===== config.mk =====
export PLATFORM = sky130hd
export DESIGN_NAME = dsc_soft_decoder
export DESIGN_NICKNAME = d
export VERILOG_FILES = /design/src/rtl/tsd_pkg.sv /design/src/rtl/tsd_addmin.sv /design/src/rtl/tsd_combine.sv /design/src/rtl/dsc_soft_decoder.sv
export SDC_FILE = /design/constraint.sdc
export NUM_CORES = 1
export LEC_CHECK = 0
export ABC_AREA = 1
export BUFFER_PORTS_ARGS = -buffer_cell sky130_fd_sc_hd__buf_2
export CORE_MARGIN = 3
export CORE_UTILIZATION = 35
export CTS_BUF_LIST = sky130_fd_sc_hd__clkbuf_4 sky130_fd_sc_hd__clkbuf_8 sky130_fd_sc_hd__clkbuf_16
export CTS_CLUSTER_DIAMETER = 40
export CTS_CLUSTER_SIZE = 12
export DETAILED_ROUTE_END_ITERATION = 7
export GPL_TIMING_DRIVEN = 0
export PLACE_DENSITY_LB_ADDON = 0.08
export SYNTH_ARGS = -nofsm -noshare
export SYNTH_HDL_FRONTEND = slang
export SYNTH_SLANG_ARGS = --single-unit
export TNS_END_PERCENT = 100

===== constraint.sdc =====
create_clock -name clk -period 10 [get_ports clk]
set_input_delay 1 -clock clk [delete_from_list [all_inputs] [get_ports clk]]
set_output_delay 1 -clock clk [all_outputs]
set_load 0.03 [all_outputs]

===== src/rtl/tsd_pkg.sv =====
package tsd_pkg;
    localparam int CW_N  = 21;
    localparam int CHK_J = 5;
    localparam int DSET [CHK_J] = '{0, 1, 4, 14, 16};

    // Ring slot holding member m of check i when the bit under test sits in the top slot.
    function automatic int peer_slot(input int i, input int m);
        int k;
        k = (m < i) ? m : m + 1;
        return (2 * CW_N - 1 + DSET[k] - DSET[i]) % CW_N;
    endfunction

    function automatic bit is_pow2(input int v);
        return (v > 0) && ((v & (v - 1)) == 0);
    endfunction
endpackage


===== src/rtl/tsd_addmin.sv =====
module tsd_addmin #(
    parameter int NPORT = 4,
    parameter int W     = 5
) (
    input  logic [NPORT-1:0][W-1:0] val_i,
    output logic                    par_o,
    output logic [W-1:0]            mag_o
);
    function automatic logic [W-1:0] absu(input logic [W-1:0] v);
        return v[W-1] ? (~v + 1'b1) : v;
    endfunction

    always_comb begin
        par_o = 1'b0;
        mag_o = '1;
        for (int p = 0; p < NPORT; p++) begin
            par_o = par_o ^ val_i[p][W-1];
            if (absu(val_i[p]) < mag_o) mag_o = absu(val_i[p]);
        end
    end

    always_comb begin
        for (int p = 0; p < NPORT; p++) begin
            AST_MIN_BELOW_ALL: assert (mag_o <= absu(val_i[p])) else $error("min above member");
        end
    end
endmodule


===== src/rtl/tsd_combine.sv =====
module tsd_combine #(
    parameter int NTERM = 5,
    parameter int MW    = 5,
    parameter int CW    = 7,
    parameter int OW    = 7
) (
    input  logic [NTERM-1:0]         par_i,
    input  logic [NTERM-1:0][MW-1:0] mag_i,
    input  logic signed [CW-1:0]     chan_i,
    output logic signed [OW-1:0]     llr_o
);
    localparam int BASE_W = (CW > MW + 1) ? CW : MW + 1;
    localparam int AW     = ((BASE_W > OW) ? BASE_W : OW) + $clog2(NTERM + 1) + 1;
    localparam int HI_I   = (1 << (OW - 1)) - 1;
    localparam int LO_I   = -(1 << (OW - 1));

    logic signed [AW-1:0] acc;
    logic signed [AW-1:0] term;

    always_comb begin
        acc = AW'(chan_i);
        for (int t = 0; t < NTERM; t++) begin
            term = AW'(mag_i[t]);
            acc  = par_i[t] ? acc - term : acc + term;
        end
        if (acc > $signed(AW'(HI_I)))      llr_o = OW'(HI_I);
        else if (acc < $signed(AW'(LO_I))) llr_o = OW'(LO_I);
        else                               llr_o = acc[OW-1:0];
    end
endmodule


===== src/rtl/dsc_soft_decoder.sv =====
module dsc_soft_decoder
    import tsd_pkg::*;
#(
    parameter int Q_W   = 5,
    parameter int OUT_W = 7,
    parameter int SCALE = 2
) (
    input  logic                     clk,
    input  logic                     rst_n,
    input  logic                     start_i,
    input  logic [CW_N*Q_W-1:0]      samp_i,
    output logic                     busy_o,
    output logic                     done_o,
    output logic [CW_N*OUT_W-1:0]    llr_o,
    output logic [CW_N-1:0]          dec_o
);
    localparam int CNT_W = $clog2(CW_N);
    localparam int CH_W  = Q_W + $clog2(SCALE) + 2;
    localparam logic [CNT_W-1:0] LAST = CNT_W'(CW_N - 1);

    typedef struct packed {
        logic                          run;
        logic [CNT_W-1:0]              cnt;
        logic [CW_N-1:0][Q_W-1:0]      ring;
        logic [CW_N-1:0][OUT_W-1:0]    llr;
        logic [CW_N-1:0]               dec;
        logic                          done;
    } st_t;

    st_t s_d, s_q;

    logic [CHK_J-1:0]            par_w;
    logic [CHK_J-1:0][Q_W-1:0]   mag_w;
    logic signed [CH_W-1:0]      chan_w;
    logic signed [OUT_W-1:0]     llr_w;
    logic [CNT_W-1:0]            pos_w;

    // One add-min unit per orthogonal check, fed from fixed ring slots.
    for (genvar i = 0; i < CHK_J; i++) begin : g_chk
        logic [CHK_J-2:0][Q_W-1:0] grp;
        for (genvar m = 0; m < CHK_J - 1; m++) begin : g_mem
            assign grp[m] = s_q.ring[peer_slot(i, m)];
        end
        tsd_addmin #(.NPORT(CHK_J - 1), .W(Q_W)) u_am (
            .val_i (grp),
            .par_o (par_w[i]),
            .mag_o (mag_w[i])
        );
    end

    // Channel term: shift for a power-of-two scale, multiply otherwise.
    logic signed [CH_W-1:0] y_ext;
    assign y_ext = CH_W'($signed(s_q.ring[CW_N-1]));
    if (is_pow2(SCALE)) begin : g_shift
        assign chan_w = y_ext <<< $clog2(SCALE);
    end else begin : g_mult
        assign chan_w = y_ext * $signed(CH_W'(SCALE));
    end

    tsd_combine #(.NTERM(CHK_J), .MW(Q_W), .CW(CH_W), .OW(OUT_W)) u_sum (
        .par_i  (par_w),
        .mag_i  (mag_w),
        .chan_i (chan_w),
        .llr_o  (llr_w)
    );

    assign pos_w = LAST - s_q.cnt;

    always_comb begin
        s_d      = s_q;
        s_d.done = 1'b0;
        if (!s_q.run) begin
            if (start_i) begin
                s_d.ring = samp_i;
                s_d.run  = 1'b1;
                s_d.cnt  = '0;
            end
        end else begin
            s_d.llr[pos_w] = llr_w;
            s_d.dec[pos_w] = llr_w[OUT_W-1];
            s_d.ring       = {s_q.ring[CW_N-2:0], s_q.ring[CW_N-1]};
            if (s_q.cnt == LAST) begin
                s_d.run  = 1'b0;
                s_d.done = 1'b1;
                s_d.cnt  = '0;
            end else begin
                s_d.cnt = s_q.cnt + 1'b1;
            end
        end
    end

    always_ff @(posedge clk or negedge rst_n) begin
        if (!rst_n) s_q <= '0;
        else        s_q <= s_d;
    end

    assign busy_o = s_q.run;
    assign done_o = s_q.done;
    assign llr_o  = s_q.llr;
    assign dec_o  = s_q.dec;

    AST_START_TAKES: assert property (@(posedge clk) disable iff (!rst_n)
        (!busy_o && start_i) |=> busy_o);
    AST_RUN_ADVANCES: assert property (@(posedge clk) disable iff (!rst_n)
        (s_q.run && s_q.cnt != LAST) |=> (s_q.run && s_q.cnt == $past(s_q.cnt) + 1'b1));
    AST_DONE_SINGLE: assert property (@(posedge clk) disable iff (!rst_n)
        done_o |=> !done_o);
    AST_DONE_AFTER_LAST: assert property (@(posedge clk) disable iff (!rst_n)
        $rose(done_o) |-> ($past(s_q.run) && $past(s_q.cnt) == LAST && !busy_o));
    AST_IDLE_HOLDS: assert property (@(posedge clk) disable iff (!rst_n)
        !busy_o |=> ($stable(llr_o) && $stable(dec_o)));
endmodule


==> flow_summary.yaml <==
floorplan:
  initial_core_util_pct: 35.8
  ios: 278
  die_w_um: 236
  die_area_mm2: 0.0557
  core_mm2: 0.0518
  rows: 83
  fp.dieH_um: 236
critical_path:
  cpMaxStageDelayCell: "ha_1"
  cpMostUsedCell: "ha_1"
  crit_required_ps: 10450
  slowest_delay_ps: 380
  path_class: "reg2reg"
  arrival_ps: 10010
  critPathCaptureType: "flop"
  cp_max_fo: 6
  cp-start-kind: "flop"
yosys:
  synth_top_cell_by_area: "dfrtp_1"
  synth_area_leaders: "dfrtp_1 35%, nand2_1 13%, ha_1 9.5%"
  synth_warnings: 0
  synth.avg_cell_area_um2: 7.83
  synth_area_mm2: 0.0185
  yosys_register_bits: 259
  syn_inst: 2365
  synthArstFlopShare_pct: 100
  synth_top_cell_area_share_pct: 35.0
  synth.yosys.seq_area_share_pct: 35.0
  syn-num-nets: 2619
  synth_edf_count: 0
  ys_types: 47
  synth-main-ff-cell: "dfrtp_1"
global_routing:
  grt_pass1_wl_mm: 91.1
  grt_pass1_vias: 16600
  grt_max_degree: 117
  antenna_found_initial: 0
  gr-total-overflow: 0
  grt_use_total_pct: 20.5
sta:
  timing.fmax_ghz: 0.105
  period_minus_slack_ps: 9560
  slew_headroom_pct: 25.9
  fin_worst_skew_ps: 20.5
  worst_pin_slew_ps: 1110
  slew_violations: 0
  hold_violations: 0
  rsz0062_at_grt: "yes"
  fin_crit_sh_pct: 95.6
  setup_viol: 0
final_layout:
  final_nets: 2976
  syn2layout_area_growth_pct: 27.0
  antenna_cells: 0
  layout-drive-gt1-share_pct: 28.6
  finalInstanceArea_mm2: 0.0235
  layout_common_cells: "621 x nand2_1, 277 x buf_2, 258 x dfrtp_1"
  layout_commonest_cell: "nand2_1"
  fill_cells: 5222
placed_design:
  dp_hpwl_mm: 45.3
  placed_area_mm2: 0.0208
  port_buffers: 276
  place.gp.congestion: 0.853
clock_tree:
  clock_path_buffers: 3
  cts_root_buf: "clkbuf_16"
  numClockSinks: 259
  clk_latency_ps: 570
  clk_pin_slew_ps: 60
  cts_buffers: 48
  h-tree-depth: 2
  cts_tree: "yes"
  ctsHoldBuffers: 0
run:
  drv_cap: 0
route:
  drtAntennaViolNets: 0
  vias: 16800
  drt_first_iter_violations: 970
  wl_per_cell_um: 17.1
  avgViaCountPerCell: 4.87
  drc: 0
  wl_mm: 58.7
  firstDrtPassIters: 5
worst_hold_path:
  hp-class: "in2async"
status:
  status: "finished, final reports clean"
routing by layer:
metal / part of all wire [%] / global-route usage (%) / wire, um / up-vias
li1: - / - / - / 8406
met4: 2.7 / 6.27 / 1610 / 0
met2: 49 / 35.4 / 28900 / 373
met1: 43 / 26.2 / 25500 / 7888
met5: 0 / 0 / 0 / -
met3: 4.7 / 3.44 / 2770 / 83
cells by family (layout without fill, tap and decap cells):
group                      Yosys count  in the layout  synth area share (%)
xor gates and xnor gates            93             93                  4.40
DFF                                259            259                  35.0
and+or+nand+nor                   1015           1016                  23.8
buffers and inverters              496            890                  14.0
adders and majority gates          146            146                  10.1
AOI/OAI and AO/OA                  356            357                  12.7
through the flow:
step	setup slack [ps]	instances	hold slack (ps)	util, %	setup TNS [ps]
after floorplan	1280	2365	450	-	0
after global placement	-781	3321	465	40.1	-108080
after detailed placement	-1020	3323	468	40.2	-142450
after CTS	17.2	3413	330	43.7	0
after global routing	-139	3441	355	45.4	-13000
final	442	3441	345	45.4	0
layout make-up:
class | count | area [um2] | share of cell area (%)
multi-input cells | 1612 | 10100 | 43.0
flip-flops and latches | 259 | 6480 | 27.5
repair buffers | 306 | 1700 | 7.20
plain buffers | 231 | 1680 | 7.16
clock buffers | 55 | 1290 | 5.49
inverters | 264 | 997 | 4.24
well taps | 680 | 851 | 3.62
clock inverters | 34 | 419 | 1.78
state kept, by name (all words and copies together), names as in the netlist:
name	count
done_o	1
chan_w	5
dec_o	20
llr_o	127
g_chk.grp	100
s_q	5
busy_o	1
cells in the mapped netlist (4+ instances only):
master	instances
nor4_1	12
nand2_1	664
nand2_4	13
o21ai_2	11
fa_1	6
a211oi_1	8
o221ai_1	107
xor2_1	72
ha_1	140
clkbuf_1	41
nand3_1	156
nand3_2	8
or2_2	6
a31oi_1	22
a21oi_1	62
nor3_1	9
inv_1	251
buf_1	8
xnor2_1	21
buf_6	12
buf_4	168
nand2_2	22
nand3_4	4
nor2_1	94
o21bai_1	5
nand4_1	16
o21ai_1	5
inv_2	13
o21ai_0	120
dfrtp_1	259
path summary, 6_finish.rpt:
| check | start | end | slack, ps | depth (start not counted) |
|---|---|---|---|---|
| setup / recovery | g_chk[1].grp[5] | llr_o[73] | 440 | 60 |
| hold / removal | rst_n | dec_o[1] | 340 | 1 |
| setup reg to reg | g_chk[1].grp[5] | llr_o[73] | 440 | 60 |
| hold reg to reg | llr_o[46] | llr_o[46] | 480 | 2 |
| max in group asynchronous | rst_n | llr_o[135] | 8710 | 2 |
| min in group clk | llr_o[46] | llr_o[46] | 480 | 2 |
critical path: cells and delay by family, from the launching register on:
family / cells / cell delay (ps)
AOI/OAI and AO/OA: 20 / 3040
xor gates and xnor gates: 5 / 790
DFF: 1 / 370
and+or+nand+nor: 19 / 1960
adders and majority gates: 8 / 2450
buffers and inverters: 8 / 840
timing repair:
item / 4_1_cts / 5_1_grt
setup buffers: 0 / 26
endpoints found under the setup margin: 147 / 147
gates cloned: 1 / 3
gates resized for setup: 35 / 177
pin swaps: 1 / 63
Power is left out: the tool's default activity adds up to more than one toggle a clock period on the data nets, which glitch-free logic cannot reach.
